$ cat src/rtl/gfx_wr_pkg.sv
package gfx_wr_pkg;
  typedef enum logic [1:0] {
    CMD_IDLE   = 2'd0,
    CMD_WRITE  = 2'd1,
    CMD_SETREG = 2'd2,
    CMD_SPARE  = 2'd3
  } gfx_cmd_e;

  localparam int BLK_COLS = 8;
  localparam int BLK_LOG  = 3;
  localparam int BYTE_W   = 8;
endpackage

$ cat src/rtl/gfx_reg_file.sv
module gfx_reg_file #(
  parameter int DATA_W = 32
) (
  input  logic              clk,
  input  logic              rst,
  input  logic              ld_mask,
  input  logic              ld_color,
  input  logic [DATA_W-1:0] din,
  output logic [DATA_W-1:0] mask_q,
  output logic [DATA_W-1:0] color_q
);
  always_ff @(posedge clk) begin
    if (rst) begin
      mask_q  <= '1;
      color_q <= '0;
    end else begin
      if (ld_mask)  mask_q  <= din;
      if (ld_color) color_q <= din;
    end
  end

  AST_MASK_HOLD: assert property (@(posedge clk) disable iff (rst)
    !ld_mask |=> $stable(mask_q));
  AST_COLOR_HOLD: assert property (@(posedge clk) disable iff (rst)
    !ld_color |=> $stable(color_q));
  AST_ONE_LOAD: assert property (@(posedge clk) disable iff (rst)
    !(ld_mask && ld_color));
endmodule

$ cat src/rtl/gfx_bit_enable.sv
module gfx_bit_enable
  import gfx_wr_pkg::*;
#(
  parameter int DATA_W = 32,
  localparam int NBYTES = DATA_W / BYTE_W
) (
  input  logic [DATA_W-1:0] mask,
  input  logic              wpb,
  input  logic [NBYTES-1:0] byte_mask,
  output logic [DATA_W-1:0] bit_en
);
  for (genvar k = 0; k < NBYTES; k++) begin : g_byte
    assign bit_en[k*BYTE_W +: BYTE_W] =
      (mask[k*BYTE_W +: BYTE_W] | {BYTE_W{~wpb}}) & {BYTE_W{~byte_mask[k]}};
  end
endmodule

$ cat src/rtl/gfx_col_select.sv
module gfx_col_select
  import gfx_wr_pkg::*;
(
  input  logic               is_block,
  input  logic [BLK_LOG-1:0] low_idx,
  input  logic [BLK_COLS-1:0] col_bits,
  output logic [BLK_COLS-1:0] col_en
);
  for (genvar i = 0; i < BLK_COLS; i++) begin : g_col
    assign col_en[i] = is_block ? col_bits[i] : (low_idx == BLK_LOG'(i));
  end
endmodule

$ cat src/rtl/gfx_write_unit.sv
module gfx_write_unit
  import gfx_wr_pkg::*;
#(
  parameter int DATA_W = 32,
  parameter int COL_W  = 8,
  localparam int NBYTES = DATA_W / BYTE_W,
  localparam int GRP_W  = COL_W - BLK_LOG
) (
  input  logic                clk,
  input  logic                rst,
  input  logic [1:0]          cmd,
  input  logic                fsel,
  input  logic                wpb,
  input  logic [COL_W-1:0]    col_addr,
  input  logic [DATA_W-1:0]   wdata,
  input  logic [NBYTES-1:0]   byte_mask,
  output logic [GRP_W-1:0]    wr_group,
  output logic [BLK_COLS-1:0] wr_col_en,
  output logic [DATA_W-1:0]   wr_bit_en,
  output logic [DATA_W-1:0]   wr_data
);
  gfx_cmd_e cmd_c;
  logic is_wr, is_blk, is_set, ld_mask, ld_color;
  logic [DATA_W-1:0]   mask_q, color_q, bit_en_c;
  logic [BLK_COLS-1:0] col_en_c;
  logic past_ok;

  assign cmd_c    = gfx_cmd_e'(cmd);
  assign is_wr    = (cmd_c == CMD_WRITE);
  assign is_blk   = is_wr & fsel;
  assign is_set   = (cmd_c == CMD_SETREG) & fsel;
  assign ld_mask  = is_set & ~col_addr[0];
  assign ld_color = is_set & col_addr[0];

  gfx_reg_file #(.DATA_W(DATA_W)) u_regs (
    .clk(clk), .rst(rst), .ld_mask(ld_mask), .ld_color(ld_color),
    .din(wdata), .mask_q(mask_q), .color_q(color_q)
  );

  gfx_bit_enable #(.DATA_W(DATA_W)) u_bits (
    .mask(mask_q), .wpb(wpb), .byte_mask(byte_mask), .bit_en(bit_en_c)
  );

  gfx_col_select u_cols (
    .is_block(is_blk), .low_idx(col_addr[BLK_LOG-1:0]),
    .col_bits(wdata[BLK_COLS-1:0]), .col_en(col_en_c)
  );

  always_ff @(posedge clk) begin
    if (rst) begin
      past_ok   <= 1'b0;
      wr_group  <= '0;
      wr_col_en <= '0;
      wr_bit_en <= '0;
      wr_data   <= '0;
    end else begin
      past_ok <= 1'b1;
      if (is_wr) begin
        wr_group  <= col_addr[COL_W-1:BLK_LOG];
        wr_col_en <= col_en_c;
        wr_bit_en <= bit_en_c;
        wr_data   <= is_blk ? color_q : wdata;
      end else begin
        wr_col_en <= '0;
        wr_bit_en <= '0;
      end
    end
  end

  AST_IDLE_QUIET: assert property (@(posedge clk) disable iff (rst)
    past_ok && !$past(is_wr) |-> (wr_col_en == '0) && (wr_bit_en == '0));
  AST_SINGLE_COL: assert property (@(posedge clk) disable iff (rst)
    past_ok && $past(is_wr && !fsel) |-> $countones(wr_col_en) == 1);
  AST_BLOCK_COLOR: assert property (@(posedge clk) disable iff (rst)
    past_ok && $past(is_blk) |-> wr_data == $past(color_q));
  AST_BLOCK_COLS: assert property (@(posedge clk) disable iff (rst)
    past_ok && $past(is_blk) |-> wr_col_en == $past(wdata[BLK_COLS-1:0]));
  AST_BYTES_OFF: assert property (@(posedge clk) disable iff (rst)
    past_ok && $past(is_wr && (&byte_mask)) |-> wr_bit_en == '0);
  AST_NO_WPB_FULL: assert property (@(posedge clk) disable iff (rst)
    past_ok && $past(is_wr && !wpb && (byte_mask == '0)) |-> (&wr_bit_en));
  AST_PLAIN_SET_IGNORED: assert property (@(posedge clk) disable iff (rst)
    past_ok && $past(cmd_c == CMD_SETREG && !fsel) |->
      (mask_q == $past(mask_q)) && (color_q == $past(color_q)));
endmodule

$ cat config.mk
export PLATFORM = sky130hd
export DESIGN_NAME = gfx_write_unit
export DESIGN_NICKNAME = d
export VERILOG_FILES = /design/src/rtl/gfx_wr_pkg.sv /design/src/rtl/gfx_reg_file.sv /design/src/rtl/gfx_bit_enable.sv /design/src/rtl/gfx_col_select.sv /design/src/rtl/gfx_write_unit.sv
export SDC_FILE = /design/constraint.sdc
export NUM_CORES = 1
export LEC_CHECK = 0
export BUFFER_PORTS_ARGS = -buffer_cell sky130_fd_sc_hd__clkbuf_2
export CORE_ASPECT_RATIO = 1.5
export CORE_MARGIN = 5
export CORE_UTILIZATION = 35
export CTS_CLUSTER_DIAMETER = 200
export CTS_CLUSTER_SIZE = 10
export DETAILED_ROUTE_END_ITERATION = 8
export HOLD_SLACK_MARGIN = 0.06
export SLEW_MARGIN = 20
export SYNTH_ARGS = -nofsm -noshare
export SYNTH_HDL_FRONTEND = slang
export SYNTH_SLANG_ARGS = --single-unit
export TNS_END_PERCENT = 50
$ cat constraint.sdc
create_clock -name clk -period 3 [get_ports clk]
set_input_delay 0.3 -clock clk [delete_from_list [all_inputs] [get_ports clk]]
set_output_delay 0.3 -clock clk [all_outputs]
set_load 0.005 [all_outputs]
==> impl_metrics.ini, run 1 <==
[detailed_routing]
drtAntennaViolNets = 0
first_iter_violations = 180
num_vias = 4238
wl_per_cell_um = 14.2
routed_wl_mm = 12.9
firstDrtPassIters = 5
drc = 0
viasPerCell = 4.67

[worst_hold_path]
hp-class = in -> reg

[critical_path]
critical_path.endpoint_type = flop
path_delay_family = simple AND/OR/NAND/NOR gates
required_ns = 3.26
crit_type = in -> reg
cp_max_fo = 61
cp_data_arrival_time_ns = 1.73
max_stage_delay_ns = 0.78
worstPathCellList = clkbuf_2 -> nand4bb_4 -> nor3_1 -> a21oi_1
crit_slowest_cell = nand4bb_4
path_buf_inv = 1
crit_path_start_kind = input port

[cells_and_area]
num-fill-cells = 1482
multi_input_area_mm2 = 0.00209
antennaDiodeCount = 0
drive_gt1_share_pct = 28.5
final_cells = 908
area_delta_synth_final_pct = 25.9
final_nets = 747
ff_latch_area_mm2 = 0.00282

[clock_network]
cts_inserted_buffers = 17
cts_max_level = 4
clk_path_buf_depth = 2
cts_resized = 0
cts_root_buf = clkbuf_16
cts_tree = yes
hold_buffers = 0
cts_setup_buffers = 0
path_clk_slew_ns = 0.06
clk_latency_ns = 0.41
cts_sinks = 141

[synth]
synth_top_area_cell = dfxtp_1
yosys_warnings = 0
netlist_top_cells_area = dfxtp_1, a21oi_1, mux2i_1
synth_seq_cells = 141
avgSynthCellArea_um2 = 8.92
synth-seq-area-share_pct = 53.5
synth_xor_area_share_pct = 0
synthDistinctLibCells = 23
synth_compound_area_share_pct = 17.6
synthMuxAreaShare_pct = 6.07
syn_area_mm2 = 0.00528
synth_top_family_by_area = compound AO/OA/AOI/OAI gates
yosysTopAreaCellShare_pct = 53.5
synth_adder_area_share_pct = 0
synth_simple_gate_area_share_pct = 15.5
syn_nets = 642
synthCells = 592

[global_routing]
grt_pass1_wl_mm = 20.8
grt_max_degree = 62
grtUsageTotal_pct = 15.0
grt_pass1_vias = 4184
overflow = 0
antenna_found_initial = 0

[timing]
slew_violations = 0
worstMarginPinSlew_ns = 0.824
hold_viol = 0
fin_worst_skew_ns = 0.00779
rsz0062_at_grt = false
fmax_mhz = 680
fin_setup_tns_ns = 0
slew_headroom_pct = 45.0
min_period_ns = 1.47
setup_violations = 0
finalCritPeriodShare_pct = 49.0

[placement]
gp_congestion = 0.760
portBuffers = 126
dpl.cell_count = 876
hpwl_mm = 9.30

[die]
core_area_mm2 = 0.0149
die_h_um = 160
io_pins = 127
start_util_pct = 35.4
rows = 55
die_area_mm2 = 0.0177
die_w_um = 110

[status]
status = complete, no violations

[power]
p_leak_nw = 2.97
peakVddDrop_mv = 0.339
power_density_mw_per_mm2 = 671

[flow_run]
maxCapViolCount = 0
sequential cells by signal, summed over array words and instances (netlist names):
| name | count |
|---|---|
| u_regs.color_q | 32 |
| u_regs.mask_q | 32 |
| wr_bit_en | 32 |
| wr_col_en | 8 |
| wr_data | 32 |
| wr_group | 5 |
cells in the mapped netlist (all sizes together):
library cell and n:
a211oi 32, inv 32, or3 4, dfxtp 141, nor3 32, buf 31, and4b 1, mux2i 32
nand2b 2, a32oi 2, nor2b 5, a21oi 101, nor2 75, clkbuf 20, a22oi 6, nand4bb 1
nand2 74, nand4b 1
final timing paths:
kind	start	endpoint	slack, ns	cells past startpoint
min reg2reg	u_regs.mask_q[16]	wr_bit_en[16]	0.45	2
min	col_addr[4]	wr_group[1]	0.11	3
max reg2reg	u_regs.color_q[3]	wr_data[3]	2.24	2
max	col_addr[0]	u_regs.mask_q[27]	1.53	4
layout by cell type (no fill, tap or decap), drive strengths merged:
master	count
buf	12
nand2b	2
bufinv	4
nor2	75
clkbuf	142
clkinvlp	2
dfxtp	141
a22oi	6
nor2b	5
clkinv	6
nand4b	1
nor3	32
a211oi	32
or3	4
a32oi	2
inv	34
mux2i	32
nand2	74
a21oi	101
and4b	1
nand4bb	1
cell families (layout without fill, tap and decap cells):
group           count (synthesis)  after routing
simple gates                  195            195
flops                         141            141
mux                            32             32
compound gates                141            141
buf+inv                        83            200
worst register-to-register path, cell delays in order (launching register included):
cell and delay [ns]:
dfxtp_1 0.33, mux2i_1 0.08, a211oi_1 0.26
power by group:
part	switching, W	internal [W]
registers	0.0000290	0.00194
clock network	0.000783	0.00139
logic	0.000194	0.000130
cell type report:
cell class	instances	share of cell area, %
Clock buffer	17	6.40
Clock inverter	14	2.92
Inverter	32	1.81
Multi-Input combinational cell	368	31.4
Sequential cell	141	42.4
Tap cell	199	3.74
Timing Repair Buffer	137	11.3
routing by layer:
metal | GRT usage, % | wire, um | vias to the layer above
met5 | 0 | 0 | -
met4 | 5.10 | 211 | 0
met3 | 3.66 | 643 | 11
met2 | 25.5 | 6570 | 108
met1 | 18.2 | 5450 | 1927
li1 | - | - | 2192
stage by stage:
stage / hold slack [ns] / total power [W] / instance area [um^2] / worst slack, ns / util (%)
2_1_floorplan: 0.384 / 0.00219 / 5280 / 1.83 / -
3_3_place_gp: 0.440 / 0.00232 / 6000 / 1.19 / 40.2
3_5_place_dp: 0.445 / 0.00233 / 6000 / 1.13 / 40.2
4_1_cts: 0.106 / 0.00452 / 6620 / 1.53 / 44.3
5_1_grt: 0.104 / 0.00465 / 6650 / 1.32 / 44.5
6_report: 0.114 / 0.00446 / 6650 / 1.53 / 44.5
Note: power is estimated with default switching activity, not from simulation.
==> run 2: changes to the inputs <==
==> constraint.sdc (replaced) <==
create_clock -name clk -period 1.2 [get_ports clk]
set_input_delay 0.12 -clock clk [delete_from_list [all_inputs] [get_ports clk]]
set_output_delay 0.12 -clock clk [all_outputs]
set_load 0.005 [all_outputs]
==> impl_metrics.ini, run 2 (same netlist as run 1, synthesis figures left out) <==
[power]
clockPowerShare_pct = 46.7
switching_share_pct = 23.4
pwr-share-comb_pct = 8.8
p_leak_nw = 3.22
seqPwrFrac_pct = 44.4
p_int_w = 0.00848
p_switching_w = 0.00258
power_density_mw_per_mm2 = 1530
peakVddDrop_mv = 0.745
power_w = 0.0111

[global_routing]
grt_pass1_wl_mm = 21.9
overflow = 0
antenna_found_initial = 0
grt_max_degree = 41
grtUsageTotal_pct = 15.9
grt_pass1_vias = 4483

[placement]
dpl_cell_area_mm2 = 0.00624
hpwl_mm = 9.66
post-place-ws_ns = -0.0358
gp_congestion = 0.755
portBuffers = 126

[die]
die_h_um = 160
core_area_mm2 = 0.0149
io_pins = 127
start_util_pct = 35.4
die_w_um = 110
die_area_mm2 = 0.0177
rows = 55

[clock_network]
path_clk_slew_ns = 0.06
cts_resized = 0
cts_tree = yes
clk_latency_ns = 0.40
cts_sinks = 141
cts_inserted_buffers = 17
cts_root_buf = clkbuf_16
clk_path_buf_depth = 2
cts_max_level = 4

[critical_path]
path_delay_family = flip-flops
worstPathCellList = clkbuf_2
worst_r2r_path_depth = 2
r2r_setup_slack_ns = 0.39
crit_path_start_kind = flop
max_stage_delay_ns = 0.36
reg2reg_from = u_regs.color_q[8]
critical_path.endpoint_type = output pin
cp_max_fo = 1
crit_slowest_cell = dfxtp_1
required_ns = 1.08
crit_type = reg -> out
cp_data_arrival_time_ns = 0.89
path_buf_inv = 1
rr_endpoint = wr_data[8]

[worst_hold_path]
holdPathStages = 3
min_to = wr_col_en[3]
worstHoldStart = col_addr[0]
hp-class = in -> reg

[cells_and_area]
final_area_mm2 = 0.00723
final_common_cell = dfxtp_1
final_cell_mix = dfxtp_1, clkbuf_2, nor2_1, nand2_1, a21oi_1
drive_gt1_share_pct = 28.2
final_nets = 797
num-fill-cells = 1418
area_delta_synth_final_pct = 36.9

[detailed_routing]
viasPerCell = 4.74
first_iter_violations = 127
routed_wl_mm = 13.6
wl_per_cell_um = 14.2
drtAntennaViolNets = 0
firstDrtPassIters = 4
num_vias = 4549
drc = 0

[timing]
worstMarginPinSlew_ns = 0.275
fmax_mhz = 992
setup_slack_ns = 0.192
rsz0062_at_grt = false
min_period_ns = 1.01
slew_violations = 0
slew_headroom_pct = 81.6
hold-worst-slack_ns = 0.108
setup_violations = 0
finalCritPeriodShare_pct = 84.0
fin_worst_skew_ns = 0.00891
hold_viol = 0

[status]
status = complete, no violations

[flow_run]
maxCapViolCount = 0
run 2: cell types whose count changed in the layout (fill, tap and decap cells not counted), sizes merged, moves of 2 or more:
cell         delta
bufinv          -2
buf            +11
clkbuf          +2
dlygate4sd3    +39
clkinvlp        +3
run 2: per-stage QoR:
step	std cells	TNS (ns)	utilization, %
2_1_floorplan	592	0	-
3_3_place_gp	888	0	41.8
3_5_place_dp	888	-0.211	41.8
4_1_cts	959	0	48.4
5_1_grt	959	0	48.4
6_report	960	0	48.4
run 2: layer usage:
metal / track usage (%) / up-vias / share of wire, %
li1: - / 2301 / -
met1: 17.7 / 2117 / 40
met2: 27.5 / 109 / 53
met3: 4.70 / 22 / 5.3
met4: 6.55 / 0 / 2.4
met5: 0 / - / 0
run 2: timing repair:
item,in CTS,in global routing
hold buffers,39,0
setup buffers,0,0
hold endpoints to repair,70,0
run 2: power by group through the flow:
stage               combinational, W  clock [W]  sequential [W]
detailed placement          0.000885          0         0.00502
finish                      0.000977    0.00517         0.00492
global placement            0.000866          0         0.00502
global route                 0.00108    0.00553         0.00493
floorplan                   0.000456          0         0.00502
CTS                         0.000991    0.00529         0.00492
run 2: final cells by class:
class                   count  area (um^2)  area share [%]
flip-flops and latches    141         2820            39.0
inverters                  32          120            1.66
well taps                 199          249            3.44
clock buffers              19          453            6.26
multi-input cells         368         2090            28.9
repair buffers            187         1350            18.7
diodes                      1         2.50          0.0346
clock inverters            13          141            1.96
run 2: worst register-to-register path, delay by kind of cell, from the launching register on:
family | cells | cell delay [ns]
AOI/OAI and AO/OA | 1 | 0.30
DFF | 1 | 0.33
muxes | 1 | 0.07
run 2: how the worst max path moves through the flow:
| stage | to | slack [ns] | start | cells after the start |
|---|---|---|---|---|
| detailed placement | wr_bit_en[13] | -0.04 | cmd[1] | 5 |
| finish | wr_bit_en[8] | 0.19 | wr_bit_en[8] | 1 |
| floorplan | wr_bit_en[10] | 0.21 | cmd[1] | 5 |
| global route | wr_bit_en[2] | 0.14 | wr_bit_en[2] | 1 |
| global placement | wr_bit_en[14] | 0.004 | cmd[1] | 5 |
| CTS | wr_data[31] | 0.16 | wr_data[31] | 1 |
==> run 3: changes to the inputs <==
==> constraint.sdc (replaced) <==
create_clock -name clk -period 1 [get_ports clk]
set_input_delay 0.1 -clock clk [delete_from_list [all_inputs] [get_ports clk]]
set_output_delay 0.1 -clock clk [all_outputs]
set_load 0.005 [all_outputs]
==> impl_metrics.ini, run 3 (same netlist as run 1, synthesis figures left out) <==
[timing]
min_period_ns = 0.972
hold_viol = 0
slew_headroom_pct = 82.0
worstMarginPinSlew_ns = 0.270
finalCritPeriodShare_pct = 97.2
fmax_mhz = 1030
fin_setup_tns_ns = 0
slew_violations = 0
rsz0062_at_grt = false
setup_violations = 0
fin_worst_skew_ns = 0.00882

[clock_network]
cts_inserted_buffers = 17
cts_root_buf = clkbuf_16
clk_latency_ns = 0.41
cts_setup_buffers = 0
path_clk_slew_ns = 0.06
cts_tree = yes
cts_max_level = 4
clk_path_buf_depth = 2
cts_sinks = 141

[global_routing]
grtUsageTotal_pct = 15.7
overflow = 0
grt_pass1_vias = 4416
grt_pass1_wl_mm = 21.8
antenna_found_initial = 0
grt_max_degree = 54

[cells_and_area]
drive_gt1_share_pct = 31.6
final_nets = 800
antennaDiodeCount = 0
finalCoreUtilization_pct = 48.7
area_delta_synth_final_pct = 37.8
final_common_cell = clkbuf_2
final_cell_mix = clkbuf_2, dfxtp_1, nor2_1, nand2_1, a21oi_1
final_cells = 961
final_area_mm2 = 0.00728

[critical_path]
worst_r2r_path_depth = 2
required_ns = 0.90
max_stage_delay_ns = 0.34
rr_endpoint = wr_data[1]
cp_data_arrival_time_ns = 0.87
crit_path_start_kind = flop
path_buf_inv = 1
critical_path.endpoint_type = output pin
path_delay_family = flip-flops
reg2reg_from = u_regs.color_q[1]
r2r_setup_slack_ns = 0.24
cp_max_fo = 1
crit_slowest_cell = dfxtp_1
worstPathCellList = clkbuf_2
crit_type = reg -> out
cp-startpoint = wr_bit_en[9]

[die]
rows = 55
core_area_mm2 = 0.0149
io_pins = 127
die_area_mm2 = 0.0177
start_util_pct = 35.4
die_w_um = 110
die_h_um = 160

[power]
pwr-share-comb_pct = 8.4
p_leak_nw = 3.25
seqPwrFrac_pct = 42.6
peakVddDrop_mv = 1.29
p_int_w = 0.0108
p_switching_w = 0.00309
clockPowerShare_pct = 49.0
power_density_mw_per_mm2 = 1910
switching_share_pct = 22.3

[detailed_routing]
met3_length_um = 762
first_iter_violations = 114
drtAntennaViolNets = 0
drt-met1-wl_mm = 5.60
highest_layer = met4
num_vias = 4515
viasPerCell = 4.70
dr_wl_met2_mm = 6.94
firstDrtPassIters = 4
wl_per_cell_um = 14.1
routed_wl_mm = 13.6
drc = 0

[status]
status = complete, no violations

[flow_run]
maxCapViolCount = 0

[worst_hold_path]
hp-class = in -> reg
min_to = wr_col_en[2]
worstHoldStart = col_addr[2]
holdPathStages = 4

[placement]
hpwl_mm = 9.52
dpl_cell_area_mm2 = 0.00622
gp_congestion = 0.763
dpl.cell_count = 891
portBuffers = 126
## run 3: changes by cell type in the layout (fill, tap and decap cells not counted), sizes merged
cell and delta:
clkinv -3, bufinv +3, buf +7, clkinvlp -2
diode -1, clkbuf -3
## run 3: power groups by stage
| stage | Combinational [W] | Sequential (W) | Clock, W |
|---|---|---|---|
| floorplan | 0.000547 | 0.00602 | 0 |
| global placement | 0.00102 | 0.00602 | 0 |
| detailed placement | 0.00104 | 0.00602 | 0 |
| CTS | 0.00117 | 0.00591 | 0.00692 |
| global route | 0.00128 | 0.00593 | 0.00715 |
| finish | 0.00116 | 0.00591 | 0.00679 |
## run 3: repair_timing
| item | 4_1_cts | 5_1_grt |
|---|---|---|
| pin swaps | 0 | 0 |
| endpoints found under the setup margin | 9 | 21 |
| hold buffers | 39 | 0 |
| cloned | 0 | 0 |
| endpoints found under the hold margin | 90 | 0 |
| gates resized for setup | 9 | 23 |
## run 3: cell type report
class,count,area [um^2]
Clock buffer,20,437
Clock inverter,11,191
Fill cell,1405,7660
Inverter,32,120
Multi-Input combinational cell,368,2090
Sequential cell,141,2860
Tap cell,199,249
Timing Repair Buffer,190,1330
## run 3: worst max-delay path by stage
stage               endpoint  cells past startpoint
6_report        wr_bit_en[9]                      1
5_1_grt          wr_data[27]                      1
2_1_floorplan  wr_bit_en[10]                      5
4_1_cts         wr_bit_en[7]                      1
3_3_place_gp   wr_bit_en[14]                      5
3_5_place_dp   wr_bit_en[14]                      5
## run 3: metrics by stage
stage / total power [W] / setup WS, ns / hold slack [ns]
finish: 0.0139 / 0.0278 / 0.103
global route: 0.0144 / 0.000251 / 0.124
detailed placement: 0.00707 / -0.196 / 0.336
CTS: 0.0140 / 0.000252 / 0.0843
global placement: 0.00704 / -0.177 / 0.325
floorplan: 0.00657 / 0.0302 / 0.184
## run 3: per-layer routing
layer	track usage (%)	vias up
li1	-	2294
met1	18.3	2087
met2	26.9	113
met3	4.95	21
met4	5.38	0
met5	0	-
